==> config.mk <==
export PLATFORM = sky130hd
export DESIGN_NAME = gdrv_seq
export DESIGN_NICKNAME = d
export VERILOG_FILES = /design/src/rtl/gdrv_pkg.sv /design/src/rtl/gdrv_sync.sv /design/src/rtl/gdrv_pulse_class.sv /design/src/rtl/gdrv_interlock.sv /design/src/rtl/gdrv_seq.sv
export SDC_FILE = /design/constraint.sdc
export NUM_CORES = 1
export LEC_CHECK = 0
export BUFFER_PORTS_ARGS = -buffer_cell sky130_fd_sc_hd__buf_4
export CAP_MARGIN = 20
export CORE_UTILIZATION = 55
export DETAILED_ROUTE_END_ITERATION = 8
export HOLD_SLACK_MARGIN = 0.03
export PLACE_DENSITY = 0.74
export SYNTH_ARGS = -nofsm -noshare
export SYNTH_HDL_FRONTEND = slang
export SYNTH_SLANG_ARGS = --single-unit
==> constraint.sdc <==
create_clock -name clk_i -period 3.62 [get_ports clk_i]
set_input_delay 0.181 -clock clk_i [delete_from_list [all_inputs] [get_ports clk_i]]
set_output_delay 0.181 -clock clk_i [all_outputs]
set_load 0.1 [all_outputs]
==> src/rtl/gdrv_pkg.sv <==
package gdrv_pkg;
  typedef enum logic [2:0] {
    ST_WAIT  = 3'd0,
    ST_LO    = 3'd1,
    ST_LSOFF = 3'd2,
    ST_HI    = 3'd3,
    ST_HSOFF = 3'd4
  } gdrv_state_e;

  function automatic int imax(input int a, input int b);
    return (a > b) ? a : b;
  endfunction
endpackage

==> src/rtl/gdrv_sync.sv <==
module gdrv_sync #(
  parameter int STAGES = 2,
  parameter int WIDTH  = 1
) (
  input  logic             clk_i,
  input  logic             rst_ni,
  input  logic [WIDTH-1:0] d_i,
  output logic [WIDTH-1:0] q_o
);
  logic [WIDTH-1:0] stg [STAGES];

  for (genvar g = 0; g < STAGES; g++) begin : g_stage
    if (g == 0) begin : g_first
      always_ff @(posedge clk_i or negedge rst_ni) begin
        if (!rst_ni) stg[g] <= '0;
        else         stg[g] <= d_i;
      end
    end else begin : g_next
      always_ff @(posedge clk_i or negedge rst_ni) begin
        if (!rst_ni) stg[g] <= '0;
        else         stg[g] <= stg[g-1];
      end
    end
  end

  assign q_o = stg[STAGES-1];
endmodule

==> src/rtl/gdrv_pulse_class.sv <==
module gdrv_pulse_class
  import gdrv_pkg::*;
#(
  parameter int SYNC_STAGES = 2,
  parameter int POS_IGN_CYC = 3,
  parameter int POS_HS_CYC  = 6,
  parameter int POS_STR_CYC = 20,
  parameter int NEG_IGN_CYC = 2,
  parameter int NEG_LS_CYC  = 5
) (
  input  logic clk_i,
  input  logic rst_ni,
  input  logic cmd_i,
  input  logic lock_i,
  input  logic ls_en_i,
  output logic hs_req_o,
  output logic ls_req_o
);
  localparam int RUN_MAX = imax(POS_HS_CYC, NEG_LS_CYC);
  localparam int RUN_W   = $clog2(RUN_MAX + 1);
  localparam int STR_W   = $clog2(POS_STR_CYC + 1);
  localparam int WAIT_W  = $clog2(SYNC_STAGES + 1);

  localparam logic [RUN_W-1:0]  RUN_TOP  = RUN_W'(RUN_MAX);
  localparam logic [RUN_W-1:0]  PIGN_TH  = RUN_W'(POS_IGN_CYC);
  localparam logic [RUN_W-1:0]  PHS_TH   = RUN_W'(POS_HS_CYC);
  localparam logic [RUN_W-1:0]  NIGN_TH  = RUN_W'(NEG_IGN_CYC);
  localparam logic [RUN_W-1:0]  NLS_TH   = RUN_W'(NEG_LS_CYC);
  localparam logic [STR_W-1:0]  STR_LOAD = STR_W'(POS_STR_CYC - 1);
  localparam logic [WAIT_W-1:0] WAIT_END = WAIT_W'(SYNC_STAGES - 1);

  gdrv_state_e       st_q, st_n;
  logic [RUN_W-1:0]  run_q, run_n;
  logic [STR_W-1:0]  str_q, str_n;
  logic [WAIT_W-1:0] wait_q, wait_n;
  logic              cmd_d;

  // run length of the current level, including this cycle
  always_comb begin
    if (cmd_i != cmd_d)     run_n = RUN_W'(1);
    else if (run_q == RUN_TOP) run_n = run_q;
    else                    run_n = run_q + 1'b1;
  end

  always_comb begin
    st_n   = st_q;
    str_n  = str_q;
    wait_n = wait_q;
    if (st_q == ST_WAIT) begin
      if (wait_q == WAIT_END) st_n = ST_LO;
      else                    wait_n = wait_q + 1'b1;
    end else if (lock_i) begin
      st_n  = ST_LO;
      str_n = '0;
    end else begin
      unique case (st_q)
        ST_LO: begin
          if (cmd_i && run_n >= PHS_TH) begin
            st_n  = ST_HI;
            str_n = STR_LOAD;
          end else if (cmd_i && run_n >= PIGN_TH) begin
            st_n = ST_LSOFF;
          end
        end
        ST_LSOFF: begin
          if (!cmd_i) st_n = ST_LO;
          else if (run_n >= PHS_TH) begin
            st_n  = ST_HI;
            str_n = STR_LOAD;
          end
        end
        ST_HI: begin
          if (str_q != '0)                      str_n = str_q - 1'b1;
          else if (!cmd_i && run_n >= NLS_TH)   st_n  = ST_LO;
          else if (!cmd_i && run_n >= NIGN_TH)  st_n  = ST_HSOFF;
        end
        ST_HSOFF: begin
          if (cmd_i)                  st_n = ST_HI;
          else if (run_n >= NLS_TH)   st_n = ST_LO;
        end
        default: st_n = ST_LO;
      endcase
    end
  end

  always_ff @(posedge clk_i or negedge rst_ni) begin
    if (!rst_ni) begin
      st_q   <= ST_WAIT;
      run_q  <= RUN_TOP;
      str_q  <= '0;
      wait_q <= '0;
      cmd_d  <= 1'b0;
    end else begin
      st_q   <= st_n;
      run_q  <= run_n;
      str_q  <= str_n;
      wait_q <= wait_n;
      cmd_d  <= cmd_i;
    end
  end

  assign hs_req_o = (st_q == ST_HI) && !lock_i;
  assign ls_req_o = (st_q == ST_LO) && ls_en_i && !lock_i;
endmodule

==> src/rtl/gdrv_interlock.sv <==
module gdrv_interlock #(
  parameter int DEAD_CYC = 3
) (
  input  logic clk_i,
  input  logic rst_ni,
  input  logic hs_req_i,
  input  logic ls_req_i,
  input  logic hs_fb_i,
  input  logic ls_fb_i,
  output logic hs_o,
  output logic ls_o
);
  localparam int DT_W = $clog2(DEAD_CYC + 1);
  localparam logic [DT_W-1:0] DT_TOP  = DT_W'(DEAD_CYC);
  localparam logic [DT_W-1:0] DT_OPEN = DT_W'(DEAD_CYC - 1);

  logic            hs_q, ls_q, idle, gap_ok;
  logic [DT_W-1:0] dt_q;

  assign idle   = !hs_q && !ls_q;
  assign gap_ok = idle && (dt_q >= DT_OPEN);

  always_ff @(posedge clk_i or negedge rst_ni) begin
    if (!rst_ni) begin
      hs_q <= 1'b0;
      ls_q <= 1'b0;
      dt_q <= '0;
    end else begin
      if (!idle)              dt_q <= '0;
      else if (dt_q != DT_TOP) dt_q <= dt_q + 1'b1;
      // a side turns on only after the gap and with the other gate sensed low
      hs_q <= hs_req_i && (hs_q || (gap_ok && !ls_fb_i && !ls_req_i));
      ls_q <= ls_req_i && (ls_q || (gap_ok && !hs_fb_i && !hs_req_i));
    end
  end

  assign hs_o = hs_q;
  assign ls_o = ls_q;
endmodule

==> src/rtl/gdrv_seq.sv <==
module gdrv_seq #(
  parameter int SYNC_STAGES = 2,
  parameter int DEAD_CYC    = 3,
  parameter int POS_IGN_CYC = 3,
  parameter int POS_HS_CYC  = 6,
  parameter int POS_STR_CYC = 20,
  parameter int NEG_IGN_CYC = 2,
  parameter int NEG_LS_CYC  = 5
) (
  input  logic clk_i,
  input  logic rst_ni,
  input  logic cmd_i,
  input  logic ls_en_i,
  input  logic uvlo_i,
  input  logic hs_fb_i,
  input  logic ls_fb_i,
  output logic hs_o,
  output logic ls_o
);
  logic [2:0] sync_q;
  logic       cmd_s, ls_en_s, lock_s;
  logic       hs_req, ls_req;

  gdrv_sync #(
    .STAGES(SYNC_STAGES),
    .WIDTH (3)
  ) u_sync (
    .clk_i (clk_i),
    .rst_ni(rst_ni),
    .d_i   ({uvlo_i, ls_en_i, cmd_i}),
    .q_o   (sync_q)
  );

  assign cmd_s   = sync_q[0];
  assign ls_en_s = sync_q[1];
  assign lock_s  = sync_q[2];

  gdrv_pulse_class #(
    .SYNC_STAGES(SYNC_STAGES),
    .POS_IGN_CYC(POS_IGN_CYC),
    .POS_HS_CYC (POS_HS_CYC),
    .POS_STR_CYC(POS_STR_CYC),
    .NEG_IGN_CYC(NEG_IGN_CYC),
    .NEG_LS_CYC (NEG_LS_CYC)
  ) u_class (
    .clk_i   (clk_i),
    .rst_ni  (rst_ni),
    .cmd_i   (cmd_s),
    .lock_i  (lock_s),
    .ls_en_i (ls_en_s),
    .hs_req_o(hs_req),
    .ls_req_o(ls_req)
  );

  gdrv_interlock #(
    .DEAD_CYC(DEAD_CYC)
  ) u_lock (
    .clk_i   (clk_i),
    .rst_ni  (rst_ni),
    .hs_req_i(hs_req),
    .ls_req_i(ls_req),
    .hs_fb_i (hs_fb_i),
    .ls_fb_i (ls_fb_i),
    .hs_o    (hs_o),
    .ls_o    (ls_o)
  );
endmodule

## Word-level counts from Yosys, hierarchy flattened

Cells that the tools add are included.

- Register bits: 24
- Latch bits: 0
- Bits in writable memories: 0
- ROM bits: 0
- Input port bits: 7
- Output and inout bits: 2
- Logic and storage cells: 94
- Memories kept: 0

- Add/sub/neg operators: 4
- $mul: 0
- Div/mod/pow operators: 0
- Magnitude comparators: 5
- Eq/ne operators: 19
- Shift operators: 0
- Muxes and demuxes: 23
- Bitwise gates (word level): 2
- Reduce and logical (&&, ||, !) cells: 31

Operators by type and width:

| kind | count |
|---|---|
| 3-bit 2-to-1 mux | 14 |
| 5-bit 2-to-1 mux | 5 |
| 1-bit logical AND | 15 |
| 5-bit case mux with 3 select lines | 1 |
| 3-bit case mux with 4 select lines | 1 |
| 6-bit AND reduction | 2 |
| 5-bit by 2-bit inequality test with 1-bit output, second input constant | 2 |
| 5-bit by 3-bit inequality test with 1-bit output, second input constant | 2 |
| 3-bit by 2-bit inequality test with 1-bit output, second input constant | 3 |
| 1-bit logical NOT | 8 |
| 3-bit by 2-bit == test with 1-bit output, second input constant | 2 |
| 3-bit == test, second input constant | 2 |
| 3-bit by 2-bit greater-or-equal comparator with 1-bit output, second input constant | 2 |
| 3-bit greater-or-equal comparator, second input constant | 2 |
| 2-bit inequality test, second input constant | 3 |
| 5-bit nonzero test | 1 |
| 5-bit by 1-bit subtractor with 5-bit output, second input constant | 1 |
| 2-bit by 1-bit adder with 2-bit output, second input constant | 2 |
| 2-bit 2-to-1 mux | 2 |
| 4-bit by 3-bit inequality test with 1-bit output, second input constant | 1 |
| 4-bit nonzero test | 1 |
| 3-bit by 1-bit adder with 3-bit output, second input constant | 1 |
| 3-bit by 1-bit == test with 1-bit output, second input constant | 1 |
| 3-bit logical NOT | 1 |
| other kinds (7) | 9 |

## Longest topological paths before layout

- Word-level depth: 11
- Depth in mapped cells: 8
- Depth with buffers taken out: 8

## Cells and area by module

A second synthesis with hierarchy kept.

- Cells, all modules: 125
- Area total of the unflattened synthesis: 1320.0 sq um

Modules (own cells, without submodules):

| module | instances | cells each | area an instance (sq um) | seq. area each (sq um) |
|---|---|---|---|---|
| gdrv_pulse_class | 1 | 97 | 940.9 | 352.8 |
| gdrv_interlock | 1 | 19 | 206.4 | 100.1 |
| gdrv_sync | 1 | 9 | 172.7 | 150.1 |

## Least setup slack after synthesis

OpenSTA, ideal clock, no wires.

- Path kind: reg-to-reg
- Start point: register u_class.run_q[1]
- End point: register u_class.st_q[0]
- Library setup time: 0.125 ns
- Arrival time: 1.881 ns
- Required time: 3.495 ns
- Slack: 1.613 ns
- Cell stages (with the launch flop): 7
- Path buffers: 0
- Clock period less this slack: 2.007 ns
- Path through: dfstp_2 -> ha_1 -> and3b_1 -> or3_4 -> o31ai_4 -> nand3_2 -> mux2_4

- Word-level cells in the longest chain between the ends: 10
- Elaborated cells between the ends (all ways): 23
- Those cells by class: add/sub: 1; order compare: 4; eq/ne: 5; mux: 8; reduce/logical: 5

Ends and longest elaborated chain:

| what | RTL line | source |
|---|---|---|
| start, declared | gdrv_pulse_class.sv:33 | `logic [RUN_W-1:0] run_q, run_n;` |
| start signal, assigned | gdrv_pulse_class.sv:95 | `run_q <= run_n;` |
| 3-bit by 1-bit adder with 3-bit output / 3-bit == test (equally long branches) | gdrv_pulse_class.sv:42, gdrv_pulse_class.sv:41 |  |
| 3-bit 2-to-1 mux (*) | gdrv_pulse_class.sv:41 | `else if (run_q == RUN_TOP) run_n = run_q;` |
| 3-bit 2-to-1 mux (*) | gdrv_pulse_class.sv:40 | `if (cmd_i != cmd_d) run_n = RUN_W'(1);` |
| 3-bit greater-or-equal comparator | gdrv_pulse_class.sv:74, gdrv_pulse_class.sv:79 |  |
| 1-bit logical AND | gdrv_pulse_class.sv:74 | `else if (!cmd_i && run_n >= NLS_TH) st_n = ST_LO;` |
| 3-bit 2-to-1 mux | gdrv_pulse_class.sv:74 |  |
| 3-bit 2-to-1 mux | gdrv_pulse_class.sv:73 | `if (str_q != '0) str_n = str_q - 1'b1;` |
| 3-bit case mux with 4 select lines | gdrv_pulse_class.sv:56 | `unique case (st_q)` |
| 3-bit 2-to-1 mux | gdrv_pulse_class.sv:52 | `end else if (lock_i) begin` |
| 3-bit 2-to-1 mux | gdrv_pulse_class.sv:49 | `if (st_q == ST_WAIT) begin` |
| end signal, assigned | gdrv_pulse_class.sv:94 | `st_q <= st_n;` |
| end, declared | gdrv_pulse_class.sv:32 | `gdrv_state_e st_q, st_n;` |

Every way passes the cells marked *; elsewhere a longest branch is shown, timed or not. The select of a mux whose other input is x is not followed.
A chain may end at the register's enable or synchronous reset.

## Worst setup path in the final report

Same ends and word-level chain as after synthesis.

==> summary by stage <==
Logic synthesis
The share of the Yosys chip area taken by registers is 0.4698. Counting distinct cell types in the post-synthesis netlist gives 48. The async set-reset flop share out of synthesis is 1.000.

When the netlist entered floorplanning its net count stood at 130. Summed over all instances, the cell type with the most area after synthesis is sky130_fd_sc_hd__dfrtp_1. Yosys instantiated no cell more often than sky130_fd_sc_hd__dfrtp_1. During synthesis, Yosys emitted a total of 0 warnings.

Each instance of the synthesized netlist takes up on average ~11 sq um. In the synthesized netlist, the cells that appear most often are sky130_fd_sc_hd__dfrtp_1, sky130_fd_sc_hd__nor2_1, sky130_fd_sc_hd__ha_1, sky130_fd_sc_hd__inv_1, sky130_fd_sc_hd__nor3_1. The share of synthesized area in the top cell type comes to 0.4288. The dominant register cell in the synthesized netlist is sky130_fd_sc_hd__dfrtp_1. The number of flops mapped to enable cells by yosys is 0. The post-synthesis instance area is approximately 1300 sq um. In the synthesized netlist, the number of instances is roughly 120.

By area the synthesized netlist is led by sky130_fd_sc_hd__dfrtp_1, sky130_fd_sc_hd__ha_1, sky130_fd_sc_hd__dfstp_2, sky130_fd_sc_hd__nor2_1, sky130_fd_sc_hd__a21o_1. After synthesis the netlist holds a flip-flop and latch count of 24.

Global route
The global-route wire length before repair is 3815 um. The total overflow left after global routing is 0. The initial antenna violation count is 0. For this run, global-route usage on met1 was measured as 0.2406. The number of global-route vias before repair is 931. The met2 track demand over resource is 0.3600.

The overall global routing resource usage is 0.2032. For met3 alone, demand over resource in global routing was 0.03636. In this run the most used layer during global routing was met2.

Entering global routing, the biggest net connects 25 pins.

Worst setup path
STA classifies the critical path endpoint as a flip-flop. Of all nets on the critical path, the largest fanout is 5. STA classifies the critical path startpoint as a flip-flop. The number of buffers and inverters on the critical path is 0. The kind of cell with the highest combined delay along the critical path is simple AND/OR/NAND/NOR gates. The largest stage delay on the critical path is 0.55 ns. The required time of the critical path is 3.84 ns. For the worst flop-to-flop path, the logic depth is 6. The startpoint identified for the worst register-to-register timing path is u_class.run_q[1]. The setup slack of the most critical reg-to-reg path is 1.52 ns. The data arrival time of the critical path is around 2.3 ns. The worst register-to-register path ends at u_class.st_q[0].

Walking the worst path, the cells encountered are ha_1, and3b_1, or3_4, o31ai_4, nand3_2, mux2_4. The worst setup path is of the reg -> reg kind. The slowest stage of the critical path belongs to the cell sky130_fd_sc_hd__dfstp_2.

Final layout
The area occupied by registers is roughly 600 sq um. 0 antenna diodes ended up in the layout. The synthesis-to-finish area growth is 11.21%. The filler cells instantiated in the layout total 174. In the final layout, the share of cells above drive strength 1 is 0.2016. Summing all non-filler instances in the final layout gives an area of about 1400 sq um. The multi-input combinational cells in the finished layout cover a total of 626.9 sq um. The number of nets in the layout is approximately 140.

Timing
The maximum achievable frequency is 475.2 MHz. For the pin with the worst max-slew slack, the measured transition is 0.4553 ns. The least setup slack across all paths after layout is 1.515 ns. The total negative slack for setup checks is 0 ns. Headroom to the max-slew limit came out at 0.6965. The max-slew violation total from the final report came to 0. The final-report hold violation count is 0. Dividing the final minimum period by the clock period gives 0.5814. The smallest hold slack is 0.1180 ns. Counting I/O delays and the setup requirement, the final critical path takes 2.105 ns. Setup repair after global routing left no endpoint under its margin. Setup violations remaining at the end of the flow were counted as 0.

The clock arrives with 0.002477 ns of skew.

CTS
The register clock-pin slew on the reported worst setup and hold paths is 0.13 ns. The latest clock arrival within the worst-skew pair is 0.31 ns. The maximum level of the CTS H-tree is 1.

The tree is rooted in a sky130_fd_sc_hd__clkbuf_4. The number of CTS-inserted buffers is 3. TritonCTS built the clock tree.

The number of buffers on the longest clock path is 2. Counting every sink on the clock net gives 24. The count of cells resized by post-cts repair is 0.

Placed design
The number of buffers inserted by port buffering is 8. Detailed placement ended at an HPWL of 1541 um. The final weighted congestion in routability-driven placement is roughly 0.97. In this run the cell area measured after placement is 1351 sq um. The post-place setup slack is 1.543 ns.

Floorplan
The vertical extent of the die is roughly 50 um. The core area is 2212 sq um. The number of placement rows is 17. For this design the top-level I/O count stands at 9. The die footprint is 2531 sq um. The effective utilization at floorplan is 0.5803. Measured along the x axis, the die boundary spans 50.31 um.

Routing
After the first detailed-routing iteration, the DRC count stood at 25. In this run the remaining antenna-violating nets after routing total 0. The total vias in the final route is 928. Dividing the detail-routed via count by the number of cells gives 5.911.

Dividing the detail-routed wire length by the instance count gives 13.94 um. The detailed-routing iteration count for the pre-antenna-repair pass is 4. For this run, design rule violations remaining after detail routing come to 0. For this block, the routed nets add up to 2188 um of wire.

Power and ir drop
The switching part of the total is 0.4012. The internal power of the cells totals around 0.57 mW. The share of total power dissipated in the clock network is 0.149. The worst IR drop on VDD is 0.4292 mV. The leakage power is 0.6437 nW. The sequential group share of total power is 0.438. The net load switching power is approximately 0.38 mW. Of the total power, combinational logic draws 0.414. The power per unit of standard cell area is 669.3 nW/um^2.

Worst hold path
The critical hold path startpoint is ls_fb_i. The path category of the worst min-delay check is in -> reg. The worst hold path was traced through 4 stages. The path with the worst hold slack has its endpoint at u_lock.hs_o.

Job
The tool flagged a number of max-cap violations equal to 0.

Outcome
The flow ran to the end, and the final reports show no timing, DRC or antenna violations.
-- placed cells by master, fill, tap and decap left out, types with 3 or more instances in the layout --
| cell type | count |
|---|---|
| sky130_fd_sc_hd__nor2_1 | 14 |
| sky130_fd_sc_hd__nand2_1 | 4 |
| sky130_fd_sc_hd__a21o_1 | 4 |
| sky130_fd_sc_hd__inv_1 | 6 |
| sky130_fd_sc_hd__ha_1 | 6 |
| sky130_fd_sc_hd__clkbuf_4 | 3 |
| sky130_fd_sc_hd__a21oi_1 | 4 |
| sky130_fd_sc_hd__buf_4 | 8 |
| sky130_fd_sc_hd__dfrtp_1 | 22 |
| sky130_fd_sc_hd__dlygate4sd3_1 | 4 |
| sky130_fd_sc_hd__nor3_1 | 5 |
| sky130_fd_sc_hd__a2bb2oi_1 | 3 |
-- power groups by stage --
stage	Combinational, mW	Sequential [mW]	Clock [mW]
5_1_grt	0.443	0.428	0.152
2_1_floorplan	0.334	0.403	0
3_5_place_dp	0.391	0.421	0
3_3_place_gp	0.378	0.417	0
4_1_cts	0.398	0.416	0.146
6_report	0.395	0.418	0.142
-- how the worst max path moves through the flow --
stage                                start               end  cells past startpoint
after CTS                 u_class.run_q[1]   u_class.st_q[0]                      6
after global placement    u_class.run_q[1]   u_class.st_q[0]                      7
final                     u_class.run_q[1]   u_class.st_q[0]                      6
after global routing      u_class.str_q[0]  u_class.str_q[0]                      7
after detailed placement  u_class.run_q[1]   u_class.st_q[0]                      6
after floorplan           u_class.run_q[1]   u_class.st_q[0]                      6
-- sequential cells by signal, indices dropped and copies added, names as in the netlist --
register and cells:
u_class.st_q 3, u_class.cmd_d 1, u_sync.q_o 3, u_class.str_q 5, u_class.run_q 3, u_sync.stg 3, u_lock.ls_o 1, u_lock.hs_o 1
u_class.wait_q 2, u_lock.dt_q 2
-- stage by stage --
stage	utilization	cells	total power, mW
2_1_floorplan	-	117	0.7367
3_3_place_gp	0.6109	149	0.7955
3_5_place_dp	0.6109	149	0.8123
4_1_cts	0.6454	157	0.9605
5_1_grt	0.6454	157	1.023
6_report	0.6454	157	0.9555
-- area by class of cell --
type,instances,share of cell area
Clock buffer,4,0.02542
Timing Repair Buffer,12,0.07011
Multi-Input combinational cell,82,0.4391
Tap cell,28,0.02454
Sequential cell,24,0.4224
Inverter,7,0.01840
-- logic make-up after synthesis --
family / share of synthesized area
buffers and inverters: 0.04190
multiplexers: 0.02046
AND/OR/NAND/NOR: 0.1774
flip-flops: 0.4698
AO/OA/AOI/OAI: 0.1988
XOR/XNOR: 0.03315
adder cells (fa/ha/maj): 0.05848
-- metal layers --
layer  vias up  part of all wire  wire [um]
met5         -                 0          0
met3         5             0.035         77
met2        26              0.49       1080
met1       446              0.45        992
li1        451                 -          -
met4         0             0.017         38
-- worst reg2reg max path, delay by kind of cell (launching register included) --
kind                       cells  cell delay (ns)
AOI/OAI and AO/OA              1             0.23
DFF                            1             0.55
and+or+nand+nor                3             0.74
muxes                          1             0.30
adders and majority gates      1             0.17
-- repair_timing --
item,in CTS,in global routing
endpoints found under the hold margin,27,0
buffers inserted,0,0
hold buffers,4,0
endpoints found under the setup margin,0,0
(Power assumes the default switching activity.)
